**src/rtl/port_resp_pkg.sv**
```systemverilog
package port_resp_pkg;
  typedef enum logic [1:0] {
    ST_POWERUP = 2'd0,
    ST_CONVERT = 2'd1,
    ST_SLEEP   = 2'd2
  } seq_state_t;
endpackage

```
**src/rtl/por_mode_ctrl.sv**
```systemverilog
module por_mode_ctrl #(
  parameter int POR_CYCLES = 4096
) (
  input  logic clk,
  input  logic rst,
  input  logic sck_pin,
  input  logic cs_n,
  input  logic sck_driving,
  output logic por_done,
  output logic mode_ext
);
  localparam int CW = $clog2(POR_CYCLES + 1);

  logic [CW-1:0] cnt;
  logic          cs_q;

  always_ff @(posedge clk) begin
    if (rst) begin
      cnt      <= '0;
      por_done <= 1'b0;
      cs_q     <= 1'b1;
      mode_ext <= 1'b0;
    end else begin
      cs_q <= cs_n;
      if (!por_done) begin
        if (cnt == CW'(POR_CYCLES - 1)) begin
          por_done <= 1'b1;
          mode_ext <= ~sck_pin;
        end else begin
          cnt <= cnt + 1'b1;
        end
      end else if (cs_q && !cs_n && !sck_driving) begin
        mode_ext <= ~sck_pin;
      end
    end
  end
endmodule

```
**src/rtl/conv_sequencer.sv**
```systemverilog
module conv_sequencer import port_resp_pkg::*; #(
  parameter int CONV_CYCLES = 8192
) (
  input  logic       clk,
  input  logic       rst,
  input  logic       por_done,
  input  logic       frame_done,
  output seq_state_t state,
  output logic       load
);
  localparam int CW = $clog2(CONV_CYCLES + 1);

  logic [CW-1:0] cnt;

  assign load = (state == ST_CONVERT) && (cnt == CW'(CONV_CYCLES - 1));

  always_ff @(posedge clk) begin
    if (rst) begin
      state <= ST_POWERUP;
      cnt   <= '0;
    end else begin
      case (state)
        ST_POWERUP: begin
          if (por_done) begin
            state <= ST_CONVERT;
            cnt   <= '0;
          end
        end
        ST_CONVERT: begin
          if (load) state <= ST_SLEEP;
          else      cnt   <= cnt + 1'b1;
        end
        ST_SLEEP: begin
          if (frame_done) begin
            state <= ST_CONVERT;
            cnt   <= '0;
          end
        end
        default: state <= ST_POWERUP;
      endcase
    end
  end
endmodule

```
**src/rtl/sck_source.sv**
```systemverilog
module sck_source #(
  parameter int HALF_DIV = 4
) (
  input  logic clk,
  input  logic rst,
  input  logic start,
  input  logic abort,
  input  logic frame_done,
  output logic sck_out,
  output logic sck_oe,
  output logic int_rise,
  output logic int_fall
);
  localparam int DW = $clog2(HALF_DIV + 1);

  logic [DW-1:0] div_cnt;
  logic          active;
  logic          tail;
  logic          sck_r;
  logic          tick;

  assign tick     = active && (div_cnt == DW'(HALF_DIV - 1));
  assign int_rise = tick && !sck_r && !tail;
  assign int_fall = tick && sck_r;
  assign sck_out  = sck_r;
  assign sck_oe   = active;

  always_ff @(posedge clk) begin
    if (rst) begin
      active  <= 1'b0;
      tail    <= 1'b0;
      div_cnt <= '0;
      sck_r   <= 1'b0;
    end else if (start) begin
      active  <= 1'b1;
      tail    <= 1'b0;
      div_cnt <= '0;
      sck_r   <= 1'b0;
    end else if (active) begin
      if (abort) begin
        active <= 1'b0;
        sck_r  <= 1'b0;
      end else begin
        div_cnt <= tick ? '0 : div_cnt + 1'b1;
        if (tick) begin
          if (tail) begin
            active <= 1'b0;
            sck_r  <= 1'b0;
          end else begin
            sck_r <= ~sck_r;
          end
        end
        if (frame_done) tail <= 1'b1;
      end
    end
  end
endmodule

```
**src/rtl/frame_shifter.sv**
```systemverilog
module frame_shifter #(
  parameter int RES_W = 22,
  parameter int CFG_W = 16
) (
  input  logic             clk,
  input  logic             rst,
  input  logic             load,
  input  logic [RES_W-1:0] result_in,
  input  logic             shift_en,
  input  logic             in_conv,
  input  logic             rise_evt,
  input  logic             fall_evt,
  input  logic             sdi,
  output logic             sdo,
  output logic             frame_done,
  output logic [CFG_W-1:0] cfg_word
);
  localparam int FRAME_W = RES_W + 2;
  localparam int CNT_W   = $clog2(FRAME_W + 1);

  logic [FRAME_W-1:0] shreg;
  logic [CNT_W-1:0]   fall_cnt;
  logic [CNT_W-1:0]   rise_cnt;
  logic [CFG_W-1:0]   in_sr;
  logic               header_ok;

  assign frame_done = shift_en && fall_evt && (fall_cnt == CNT_W'(FRAME_W - 1));
  assign header_ok  = (in_sr[CFG_W-1] == 1'b1) && (in_sr[CFG_W-2] == 1'b0);

  always_ff @(posedge clk) begin
    if (rst) begin
      shreg    <= '0;
      fall_cnt <= '0;
      rise_cnt <= '0;
      in_sr    <= '0;
      cfg_word <= '0;
    end else if (load) begin
      shreg    <= {2'b00, result_in};
      fall_cnt <= '0;
      rise_cnt <= '0;
      in_sr    <= '0;
    end else if (shift_en) begin
      if (rise_evt && (rise_cnt < CNT_W'(FRAME_W))) begin
        rise_cnt <= rise_cnt + 1'b1;
        if (rise_cnt < CNT_W'(CFG_W)) in_sr <= {in_sr[CFG_W-2:0], sdi};
      end
      if (fall_evt) begin
        shreg    <= {shreg[FRAME_W-2:0], 1'b0};
        fall_cnt <= fall_cnt + 1'b1;
        if (frame_done && header_ok) cfg_word <= in_sr;
      end
    end
  end

  always_ff @(posedge clk) begin
    if (rst)                       sdo <= 1'b1;
    else if (load)                 sdo <= 1'b0;
    else if (frame_done)           sdo <= 1'b1;
    else if (in_conv)              sdo <= 1'b1;
    else if (shift_en && fall_evt) sdo <= shreg[FRAME_W-2];
  end
endmodule

```
**src/rtl/adc_port_responder.sv**
```systemverilog
module adc_port_responder import port_resp_pkg::*; #(
  parameter int POR_CYCLES  = 4096,
  parameter int CONV_CYCLES = 8192,
  parameter int HALF_DIV    = 4,
  parameter int RES_W       = 22,
  parameter int CFG_W       = 16
) (
  input  logic             clk,
  input  logic             rst,
  input  logic             sck_pin,
  output logic             sck_out,
  output logic             sck_oe,
  input  logic             cs_n,
  input  logic             sdi,
  output logic             sdo,
  output logic             sdo_oe,
  input  logic [RES_W-1:0] result_in,
  output logic [CFG_W-1:0] cfg_word,
  output logic             mode_ext
);
  seq_state_t state;
  logic por_done, load, frame_done, converting;
  logic int_rise, int_fall, ext_rise, ext_fall;
  logic sck_q, start_burst, shift_en;

  assign converting  = (state == ST_CONVERT);
  assign shift_en    = (state == ST_SLEEP) && !cs_n;
  assign start_burst = !mode_ext && shift_en && !sck_oe;
  assign ext_rise    = mode_ext && !sck_q && sck_pin;
  assign ext_fall    = mode_ext && sck_q && !sck_pin;

  always_ff @(posedge clk) begin
    if (rst) begin
      sck_q  <= 1'b1;
      sdo_oe <= 1'b0;
    end else begin
      sck_q  <= sck_pin;
      sdo_oe <= ~cs_n;
    end
  end

  por_mode_ctrl #(.POR_CYCLES(POR_CYCLES)) u_por (
    .clk(clk), .rst(rst), .sck_pin(sck_pin), .cs_n(cs_n),
    .sck_driving(sck_oe), .por_done(por_done), .mode_ext(mode_ext)
  );

  conv_sequencer #(.CONV_CYCLES(CONV_CYCLES)) u_seq (
    .clk(clk), .rst(rst), .por_done(por_done), .frame_done(frame_done),
    .state(state), .load(load)
  );

  sck_source #(.HALF_DIV(HALF_DIV)) u_sck (
    .clk(clk), .rst(rst), .start(start_burst), .abort(cs_n),
    .frame_done(frame_done), .sck_out(sck_out), .sck_oe(sck_oe),
    .int_rise(int_rise), .int_fall(int_fall)
  );

  frame_shifter #(.RES_W(RES_W), .CFG_W(CFG_W)) u_shift (
    .clk(clk), .rst(rst), .load(load), .result_in(result_in),
    .shift_en(shift_en), .in_conv(state != ST_SLEEP),
    .rise_evt(ext_rise | int_rise), .fall_evt(ext_fall | int_fall),
    .sdi(sdi), .sdo(sdo), .frame_done(frame_done), .cfg_word(cfg_word)
  );
endmodule

```
**config.mk**
```make
export PLATFORM = sky130hd
export DESIGN_NAME = adc_port_responder
export DESIGN_NICKNAME = d
export VERILOG_FILES = /design/src/rtl/port_resp_pkg.sv /design/src/rtl/por_mode_ctrl.sv /design/src/rtl/conv_sequencer.sv /design/src/rtl/sck_source.sv /design/src/rtl/frame_shifter.sv /design/src/rtl/adc_port_responder.sv
export SDC_FILE = /design/constraint.sdc
export NUM_CORES = 1
export LEC_CHECK = 0
export BUFFER_PORTS_ARGS = -buffer_cell sky130_fd_sc_hd__buf_2
export CAP_MARGIN = 10
export CORE_ASPECT_RATIO = 0.5
export CORE_MARGIN = 2
export CORE_UTILIZATION = 55
export CTS_BUF_LIST = sky130_fd_sc_hd__clkbuf_4 sky130_fd_sc_hd__clkbuf_8 sky130_fd_sc_hd__clkbuf_16
export CTS_CLUSTER_DIAMETER = 80
export CTS_CLUSTER_SIZE = 24
export DETAILED_ROUTE_END_ITERATION = 10
export PLACE_DENSITY = 0.75
export SLEW_MARGIN = 20
export SYNTH_ARGS = -nofsm -noshare
export SYNTH_HDL_FRONTEND = slang
export SYNTH_HIERARCHICAL = 1
export SYNTH_SLANG_ARGS = --single-unit
```
**constraint.sdc**
```tcl
create_clock -name clk -period 5.59 [get_ports clk]
set_input_delay 1.118 -clock clk [delete_from_list [all_inputs] [get_ports clk]]
set_output_delay 1.118 -clock clk [all_outputs]
set_load 0.005 [all_outputs]
```
==> impl_metrics.csv, run 1 <==
group,metric,value,unit
critical_path,path_max_fanout,33,
floorplanning,io_pins,48,
critical_path,crit_arrival,3420,ps
clock_tree,cts_resized,0,
critical_path,crit_family,"simple AND/OR/NAND/NOR gates",
clock_tree,clock_latency,350,ps
routing,first_pass_iters,4,
logic_synthesis,synth_edf_count,0,
place,place_inst,685,
clock_tree,clockBufferDepth,2,
clock_tree,cts_tree,"built",
routing,routed-via-count,3978,
layout,nets,611,
layout,final_cells,701,
critical_path,crit_chain,"buf_2 > nor2_1 > buf_4 > nand2_2 > nor2_1 > or2b_2 > a21o_2 > o311ai_1 > o41ai_1",
clock_tree,cts.htree.levels,3,
logic_synthesis,async_flop_share,0,%
clock_tree,postCtsHoldBufs,0,
timing,setup_ws,2370,ps
place,place_hpwl,6170,um
logic_synthesis,ys_warn_count,6,
logic_synthesis,synth-main-ff-cell,"dfxtp_1",
critical_path,r2r_cells,11,
critical_path,path_depth,9,
critical_path,cp_num_buf_inv,2,
hold_path,worstHoldPathType,"register to register",
clock_tree,cts_sinks,106,
global_routing,grt_pass1_wl,16500,um
power,powerDensity,254,nW/um^2
place,port_buffers,47,
floorplanning,start_util,56.9,%
critical_path,crit_slowest_cell,"nand2_2",
critical_path,cp-end-kind,"register",
routing,ant_nets,0,
layout,num_antenna_cells,0,
critical_path,worstSetupStartpointType,"primary input",
layout,drive_gt1_share,17.1,%
global_routing,grtUsageTotal,20.2,%
floorplanning,coreArea,8740,um^2
floorplanning,die_h,71.2,um
clock_tree,tritoncts.num_buffers,9,
timing,tightestPinTransition,964,ps
timing,setup_violations,0,
routing,wl_per_cell,13.7,um
place,gp_congestion,0.831,
clock_tree,clk_pin_slew_worst_paths,70,ps
global_routing,antenna_found_initial,0,
global_routing,grt_start_max_net_pins,56,
floorplanning,rows,24,
power,p_total,1.38,mW
clock_tree,clockRootBuffer,"clkbuf_16",
logic_synthesis,synthCells,555,
power,p_leak,2.02,nW
timing,clock_skew,8.67,ps
critical_path,critPathRequiredTime,5790,ps
routing,wirelength,9640,um
timing,tns,0,ps
routing,drc,0,
critical_path,cp_slowest_stage_delay,400,ps
place,dp_slack,2050,ps
flow_run,max_cap_viol_count,0,
logic_synthesis,syn-cell-area,4970,um^2
power,vdd_ir_drop_max,0.000156,V
clock_tree,cts_setup_buffers,0,
timing,max_slew_margin,35.5,%
logic_synthesis,ys_seq_area_share,42.7,%
floorplanning,die_area,9870,um^2
timing,timing.fmax,311,MHz
timing,hold_viol_final,0,
timing,min_period,3220,ps
routing,viasPerCell,5.67,
timing,rsz0062_at_grt,"no",
timing,period_share,57.5,%
layout,area_growth,9.56,%
routing,drt-initial-drc-count,251,
critical_path,crit_top_cell,"nor2_1",
hold_path,hold_path_depth,2,
logic_synthesis,synth_cell_types,71,
outcome,status,"complete, no violations",
timing,slew_viol_final,0,
critical_path,critPathKind,"primary input to register",
global_routing,grt_pass1_vias,3562,
logic_synthesis,synth-seq-cells,106,
floorplanning,die_w,138,um
global_routing,grt_overflow,0,
logic_synthesis,synth_nets,587,
logic_synthesis,avgSynthCellArea,8.96,um^2
[layout by cell type, fill, tap and decap left out, types with 5 or more instances in the layout]
master     synthesis  routed
or3_1              8       8
nand2_1           50      50
buf_2              2      47
inv_1              6       6
nand4_1            6       6
a21oi_1           43      43
nor2b_1           27      26
and3_1            24      24
nand3b_1           5       5
o21ai_0           16      16
nor3_1            29      29
clkbuf_16          0       9
mux2i_1           16      16
nor2_1            18      18
a211oi_1          24      24
dfxtp_1          106     106
nand2b_1          30      30
nand3_1           17      17
ha_1               5       5
o31ai_1            6       6
a41oi_1            7       7
[worst paths after layout]
kind,startpoint,endpoint,slack [ps]
max,cs_n,u_seq/cnt[8]$_SDFFE_PP0P_,2370
min,u_shift/in_sr[15]$_SDFFE_PP0P_,u_shift/in_sr[15]$_SDFFE_PP0P_,460
max reg2reg,u_sck/div_cnt[0]$_SDFFE_PP0P_,u_seq/cnt[8]$_SDFFE_PP0P_,2430
min reg2reg,u_shift/in_sr[15]$_SDFFE_PP0P_,u_shift/in_sr[15]$_SDFFE_PP0P_,460
[layout make-up]
cell class              instances  area [um^2]
fillers                       782         3290
inverters                       7         31.3
clock inverters                 7         53.8
well taps                     117          146
repair buffers                 50          258
clock buffers                   9          225
multi-input cells             405         2610
flip-flops and latches        106         2120
[kinds of logic (layout without fill, tap and decap cells)]
logic type	after synthesis	after routing	share of synthesized area, %
XOR/XNOR	3	3	0.528
buffers and inverters	44	73	4.86
multiplexers	19	19	3.90
AND/OR/NAND/NOR	257	257	30.6
flip-flops	106	106	42.7
AO/OA/AOI/OAI	121	121	16.2
adder cells (fa/ha/maj)	5	5	1.26
[per-layer routing]
metal	global-route usage (%)	share of wire, %	vias to the layer above
met5	0	0	-
met4	5.44	0.76	0
met3	5.35	4.7	9
met2	33.0	43	71
met1	26.9	51	1840
li1	-	-	2058
[state kept, by name, summed over array words and instances, names as in the netlist, 2 cells and up]
register and cells:
u_por/cnt 13, u_shift/in_sr 16, u_shift/cfg_word 16, u_sck/div_cnt 3, u_seq/cnt 14, u_seq/state 2
u_shift/rise_cnt 5, u_shift/shreg 23, u_shift/fall_cnt 5
[cells in the mapped netlist, types with 4 or more instances]
library cell / n / area [um^2]
mux2i_1: 16 / 160
clkbuf_1: 21 / 78.8
nand3_1: 17 / 85.1
nand4_1: 6 / 37.5
and3_1: 24 / 150
nor2b_1: 27 / 169
nand3b_1: 5 / 37.5
or3_2: 4 / 30.0
a21oi_1: 43 / 215
a31oi_1: 4 / 25.0
nand2b_1: 30 / 188
inv_1: 6 / 22.5
nor2_1: 18 / 67.6
o31ai_1: 6 / 45.0
nor4_1: 4 / 25.0
buf_6: 5 / 56.3
a211oi_1: 24 / 180
buf_1: 4 / 15.0
nand2_1: 50 / 188
o21ai_0: 16 / 80.1
nor3_1: 29 / 145
or3_1: 8 / 50.1
ha_1: 5 / 62.6
a41oi_1: 7 / 61.3
dfxtp_1: 106 / 2120
a311oi_1: 4 / 35.0
[tightest hold or removal path, stage by stage (launching register included)]
cell     delay, ps
dfxtp_1        310
nand2_1         50
a21oi_1         50
[power by group]
| group | switching (mW) | leakage [nW] | internal (mW) |
|---|---|---|---|
| Sequential | 0.00254 | 0.855 | 0.757 |
| Clock | 0.287 | 0.128 | 0.304 |
| Combinational | 0.0190 | 1.04 | 0.0141 |
[metrics by stage]
step	area [um^2]	utilization (%)	hold WS, ps
6_report	5450	62.4	462
5_1_grt	5450	62.4	480
4_1_cts	5450	62.3	466
3_5_place_dp	5170	59.1	456
3_3_place_gp	5170	59.1	442
2_1_floorplan	4970	-	431
No activity file was read; power rests on OpenSTA's default activity.
==> run 2: changes to the inputs <==
Settings changed: CORE_UTILIZATION 55 to 53.
Clock period 5.59 ns to 2.6 ns, I/O delays scaled along.
==> run 2 against run 1 <==
  * Via count is 1.3% higher
  * Power increased by 120%
  * Global-route usage increased by 0.54 points
  * Highest routed layer unchanged
  * Die area up 3.6%
  * Critical path type is now register to register
==> impl_metrics.csv, run 2 (synthesis gave the netlist of run 1 again) <==
group,metric,value,unit
critical_path,path_max_fanout,9,
timing,hold_viol_final,0,
layout,drive_gt1_share,18.1,%
timing,min_period,2400,ps
routing,first_pass_iters,4,
layout,layout_top_registers,"u_shift/shreg: 23 flops, u_shift/cfg_word: 16 flops, u_shift/in_sr: 16 flops",
clock_tree,cts_setup_buffers,0,
floorplanning,die_h,72.5,um
critical_path,timing.rr.end,"u_seq/cnt[8]$_SDFFE_PP0P_",
hold_path,worstHoldPathType,"primary input to register",
critical_path,cp-end-kind,"register",
critical_path,r2r-start,"u_sck/div_cnt[0]$_SDFFE_PP0P_",
place,gp_congestion,0.813,
critical_path,critPathKind,"register to register",
global_routing,antenna_found_initial,0,
routing,drc,0,
floorplanning,io_pins,48,
layout,nets,618,
critical_path,r2r_cells,10,
place,place_hpwl,6270,um
timing,clock_skew,8.55,ps
power,powerDensity,555,nW/um^2
timing,setup_violations,0,
layout,area_growth,11.6,%
routing,drt-initial-drc-count,303,
critical_path,worstSetupStartpointType,"register",
timing,period_share,92.2,%
floorplanning,rows,24,
timing,tightestPinTransition,602,ps
floorplanning,die_area,10200,um^2
layout,largest_reg_flops,23,
routing,wirelength,9870,um
clock_tree,clockRootBuffer,"clkbuf_16",
clock_tree,clock_latency,350,ps
critical_path,crit_path_end,"u_seq/cnt[8]$_SDFFE_PP0P_",
global_routing,grt_start_max_net_pins,54,
floorplanning,coreArea,8920,um^2
layout,multi_input_area,2610,um^2
layout,num_antenna_cells,0,
timing,rsz0062_at_grt,"no",
floorplanning,die_w,141,um
critical_path,reg2reg_setup_slack,200,ps
timing,max_slew_margin,59.7,%
clock_tree,clk_pin_slew_worst_paths,70,ps
layout,fillers,778,
power,p_leak,2.08,nW
global_routing,grt_overflow,0,
routing,routed-via-count,4030,
clock_tree,cts_sinks,106,
layout,regMostFlops,"u_shift/shreg",
routing,viasPerCell,5.69,
power,vdd_ir_drop_max,0.000364,V
outcome,status,"complete, no violations",
critical_path,critPathRequiredTime,2820,ps
critical_path,crit_arrival,2620,ps
layout,final_common_cell,"dfxtp_1",
timing,slew_viol_final,0,
timing,timing.fmax,417,MHz
layout,seqCellArea,2120,um^2
layout,mostFrequentLayoutCells,"dfxtp_1, nand2_1, buf_2",
clock_tree,tritoncts.num_buffers,9,
timing,timing.hold.ws,419,ps
clock_tree,cts_tree,"built",
critical_path,cp-startpoint,"u_sck/div_cnt[0]$_SDFFE_PP0P_",
routing,wl_per_cell,13.9,um
global_routing,grtUsageTotal,20.7,%
power,p_total,3.08,mW
flow_run,max_cap_viol_count,0,
global_routing,grt_pass1_wl,17200,um
timing,tns,0,ps
clock_tree,cts.htree.levels,3,
global_routing,grt_pass1_vias,3694,
routing,ant_nets,0,
floorplanning,start_util,55.8,%
clock_tree,clockBufferDepth,2,
place,port_buffers,47,
[run 2: cell count changes in the layout (fill, tap and decap cells not counted), sizes merged]
cell	delta
buf	+7
bufinv	+1
clkinv	-1
clkinvlp	-1
inv	+1
[run 2: what timing repair did]
action	CTS	global route
hold buffers	0	0
setup endpoints to repair	0	2
resized for setup	0	1
hold endpoints to repair	0	0
[run 2: final cells by class]
| type | count | share of cell area (%) |
|---|---|---|
| Inverter | 7 | 0.564 |
| Clock inverter | 7 | 1.38 |
| Timing Repair Buffer | 57 | 6.04 |
| Multi-Input combinational cell | 405 | 47.1 |
| Sequential cell | 106 | 38.2 |
| Tap cell | 117 | 2.64 |
| Clock buffer | 9 | 4.06 |
[run 2: stage by stage]
step,util [%],instance area [um^2],worst slack (ps),instances
floorplan,-,4970,22.0,555
global placement,58.8,5250,266,692
detailed placement,58.8,5250,194,692
CTS,62.2,5550,179,708
global route,62.2,5550,9.42,708
finish,62.2,5550,204,708
[run 2: metal layers]
| metal | wire length (um) | GRT usage [%] | vias up | share of wire, % |
|---|---|---|---|---|
| met5 | 0 | 0 | - | 0 |
| met1 | 4930 | 27.3 | 1865 | 50 |
| met2 | 4420 | 34.3 | 77 | 45 |
| met3 | 424 | 5.48 | 11 | 4.3 |
| li1 | - | - | 2077 | - |
| met4 | 93 | 5.44 | 0 | 0.94 |
[run 2: worst min-delay path by stage]
stage                              startpoint                              to  cells past startpoint
6_report                                  sdi   u_shift/in_sr[0]$_SDFFE_PP0P_                      3
5_1_grt                               sck_pin                sck_q$_SDFF_PP1_                      2
4_1_cts                               sck_pin                sck_q$_SDFF_PP1_                      2
3_5_place_dp   u_shift/shreg[22]$_SDFFE_PP0P_  u_shift/shreg[22]$_SDFFE_PP0P_                      2
3_3_place_gp   u_shift/shreg[22]$_SDFFE_PP0P_  u_shift/shreg[22]$_SDFFE_PP0P_                      2
2_1_floorplan  u_shift/shreg[22]$_SDFFE_PP0P_  u_shift/shreg[22]$_SDFFE_PP0P_                      2
[run 2: critical path, cell delays in order (launching register included)]
cell and delay, ps:
dfxtp_1 350, ha_1 170, nor2b_4 180, and3_2 180
o21bai_1 130, nand2_2 90, nor2_2 140, or2b_2 320
a21o_2 300, o311ai_1 290, o41ai_1 110
[run 2: power breakdown]
part	internal, mW	leakage [nW]	switching (mW)
registers	1.63	0.855	0.00551
logic	0.0333	1.08	0.0416
clock network	0.754	0.142	0.619
total	2.42	2.08	0.666
==> run 3: changes to the inputs <==
Settings changed: ABC_AREA from default to 1.
==> run 3 against run 2 <==
  * Flip-flop and latch count unchanged
  * Clock power decreased by 3%
  * Cell area increased by 1.5%
  * First-iteration DRC count increased by 4.6%
  * Largest power group unchanged
  * Synthesized cell count increased by 32%
==> impl_metrics.csv, run 3 <==
group,metric,value,unit
outcome,status,"complete, no violations",
timing,tns,0,ps
clock_tree,cts_setup_buffers,0,
global_routing,grt_pass1_vias,3992,
clock_tree,cts_tree,"built",
timing,rsz0062_at_grt,"no",
logic_synthesis,syn-cell-area,5040,um^2
layout,largest_reg_flops,23,
logic_synthesis,ys_seq_area_share,42.1,%
logic_synthesis,synthCells,730,
routing,wirelength,10500,um
floorplanning,coreArea,9350,um^2
critical_path,cp-startpoint,"u_sck/div_cnt[0]$_SDFFE_PP0P_",
logic_synthesis,synth_area_leaders,"dfxtp_1, nand2_1, a21oi_1, nor2_1, nand3_1",
place,place_hpwl,7130,um
critical_path,cp-end-kind,"register",
logic_synthesis,ys_warn_count,6,
routing,first_pass_iters,5,
timing,slew_viol_final,0,
power,powerDensity,625,nW/um^2
clock_tree,postCtsHoldBufs,0,
logic_synthesis,synth_common_cells,"nand2_1, dfxtp_1, a21oi_1, nor2_1, inv_1",
floorplanning,start_util,53.9,%
global_routing,grtUsageTotal,21.0,%
critical_path,critPathRequiredTime,2830,ps
flow_run,max_cap_viol_count,0,
hold_path,worstHoldPathType,"primary input to register",
layout,regMostFlops,"u_shift/shreg",
routing,drc,0,
timing,timing.fmax,428,MHz
logic_synthesis,yosys.area.top_type,"dfxtp_1",
critical_path,path_max_fanout,8,
logic_synthesis,netlist.area_leader.share,42.1,%
hold_path,hold_path_depth,2,
layout,fillers,856,
timing,min_period,2330,ps
clock_tree,clockBufferDepth,2,
critical_path,path_depth,10,
floorplanning,die_h,72.9,um
clock_tree,cts.htree.levels,3,
place,gp_congestion,0.885,
timing,period_share,89.8,%
clock_tree,cts_sinks,106,
clock_tree,clockRootBuffer,"clkbuf_16",
logic_synthesis,synth-seq-cells,106,
global_routing,grt_overflow,0,
logic_synthesis,avgSynthCellArea,6.90,um^2
critical_path,reg2reg_setup_slack,270,ps
routing,drt-initial-drc-count,317,
layout,num_antenna_cells,0,
logic_synthesis,synth_cell_types,38,
timing,hold_viol_final,0,
timing,tightestPinTransition,691,ps
floorplanning,die_w,142,um
power,p_total,3.52,mW
timing,setup_violations,0,
critical_path,r2r_cells,10,
global_routing,grt_pass1_wl,17600,um
layout,nets,800,
logic_synthesis,async_flop_share,0,%
timing,timing.hold.ws,406,ps
critical_path,crit_chain,"ha_1 > nand3_1 > nor2_1 > o21bai_1 > nand3_2 > nor2_2 > o211ai_1 > nand2_2 > nand2_1 > a21oi_1",
critical_path,worstSetupStartpointType,"register",
logic_synthesis,synth_edf_count,0,
logic_synthesis,yosysMostFrequentCell,"nand2_1",
global_routing,grt_start_max_net_pins,33,
global_routing,antenna_found_initial,0,
floorplanning,rows,25,
critical_path,crit_arrival,2560,ps
critical_path,timing.rr.end,"u_seq/cnt[5]$_SDFFE_PP0P_",
clock_tree,cts_resized,0,
timing,clock_skew,10.2,ps
routing,wl_per_cell,11.7,um
logic_synthesis,synth_nets,762,
timing,max_slew_margin,53.7,%
routing,routed-via-count,4561,
layout,final_common_cell,"nand2_1",
power,p_leak,2.20,nW
critical_path,r2r-start,"u_sck/div_cnt[0]$_SDFFE_PP0P_",
critical_path,crit_path_end,"u_seq/cnt[5]$_SDFFE_PP0P_",
routing,ant_nets,0,
layout,mostFrequentLayoutCells,"nand2_1, dfxtp_1, a21oi_1",
critical_path,critPathKind,"register to register",
critical_path,crit_family,"compound AO/OA/AOI/OAI gates",
floorplanning,die_area,10300,um^2
hold_path,worstHoldStart,"sck_pin",
critical_path,crit_slowest_cell,"o211ai_1",
power,vdd_ir_drop_max,0.000428,V
place,port_buffers,47,
floorplanning,io_pins,48,
clock_tree,clk_pin_slew_worst_paths,80,ps
clock_tree,clock_latency,350,ps
layout,layout_top_registers,"u_shift/shreg: 23 flops, u_shift/cfg_word: 16 flops, u_shift/in_sr: 16 flops",
logic_synthesis,synth-main-ff-cell,"dfxtp_1",
critical_path,cp_num_buf_inv,0,
critical_path,cp_slowest_stage_delay,560,ps
clock_tree,tritoncts.num_buffers,9,
layout,area_growth,11.8,%
routing,viasPerCell,5.10,
layout,drive_gt1_share,13.1,%
-- run 3: cell count changes after synthesis, moves of 24 or more --
cell	change
nand2_1	+116
nor2_1	+75
nand3_1	+46
a21oi_1	+62
nor3_1	-24
nor2b_1	-27
and3_1	-24
inv_1	+68
nand2b_1	-30
-- run 3: through the flow --
stage	area [um^2]	setup slack [ps]	util, %	cells
after floorplan	5040	556	-	730
after global placement	5330	189	57.0	878
after detailed placement	5330	166	57.0	878
after CTS	5630	162	60.2	894
after global routing	5630	12.1	60.2	894
final	5630	266	60.2	894
-- run 3: kinds of logic (layout without fill, tap and decap cells) --
family                     after synthesis  in the layout  synth area share, %
and+or+nand+nor                        368            368                 32.3
adders and majority gates                5              5                 1.24
AOI/OAI and AO/OA                      140            140                 14.4
DFF                                    106            106                 42.1
xor gates and xnor gates                 5              5                0.869
buffers and inverters                  106            149                 8.99
-- run 3: layer usage --
layer	global-route usage, %	routed length (um)	part of all wire (%)
met3	5.18	498	4.7
met5	0	0	0
met1	27.2	5160	49
met2	34.4	4680	45
met4	8.11	157	1.5
-- run 3: layout make-up --
| class | instances | area [um^2] | area share, % |
|---|---|---|---|
| Clock inverter | 7 | 70.1 | 1.24 |
| Sequential cell | 106 | 2120 | 37.7 |
| Clock buffer | 9 | 225 | 4.00 |
| Multi-Input combinational cell | 518 | 2470 | 43.9 |
| Timing Repair Buffer | 56 | 303 | 5.38 |
| Inverter | 77 | 290 | 5.15 |
| Tap cell | 121 | 151 | 2.69 |
-- run 3: worst min-delay path by stage --
stage | slack (ps) | endpoint
after floorplan | 430 | u_shift/cfg_word[14]$_SDFFE_PP0P_
after global placement | 440 | u_shift/cfg_word[14]$_SDFFE_PP0P_
after detailed placement | 440 | u_shift/cfg_word[14]$_SDFFE_PP0P_
after CTS | 400 | sck_q$_SDFF_PP1_
after global routing | 410 | sck_q$_SDFF_PP1_
final | 410 | sck_q$_SDFF_PP1_
-- run 3: worst register-to-register path: stages, from the launching register on --
cell,delay (ps)
dfxtp_1,330
ha_1,240
nand3_1,160
nor2_1,60
o21bai_1,210
nand3_2,140
nor2_2,60
o211ai_1,560
nand2_2,270
nand2_1,130
a21oi_1,60
-- run 3: where the power goes --
group	switching, mW	internal, mW	leakage (nW)
Combinational	0.325	0.160	1.21
Sequential	0.0398	1.67	0.856
Clock	0.653	0.675	0.141
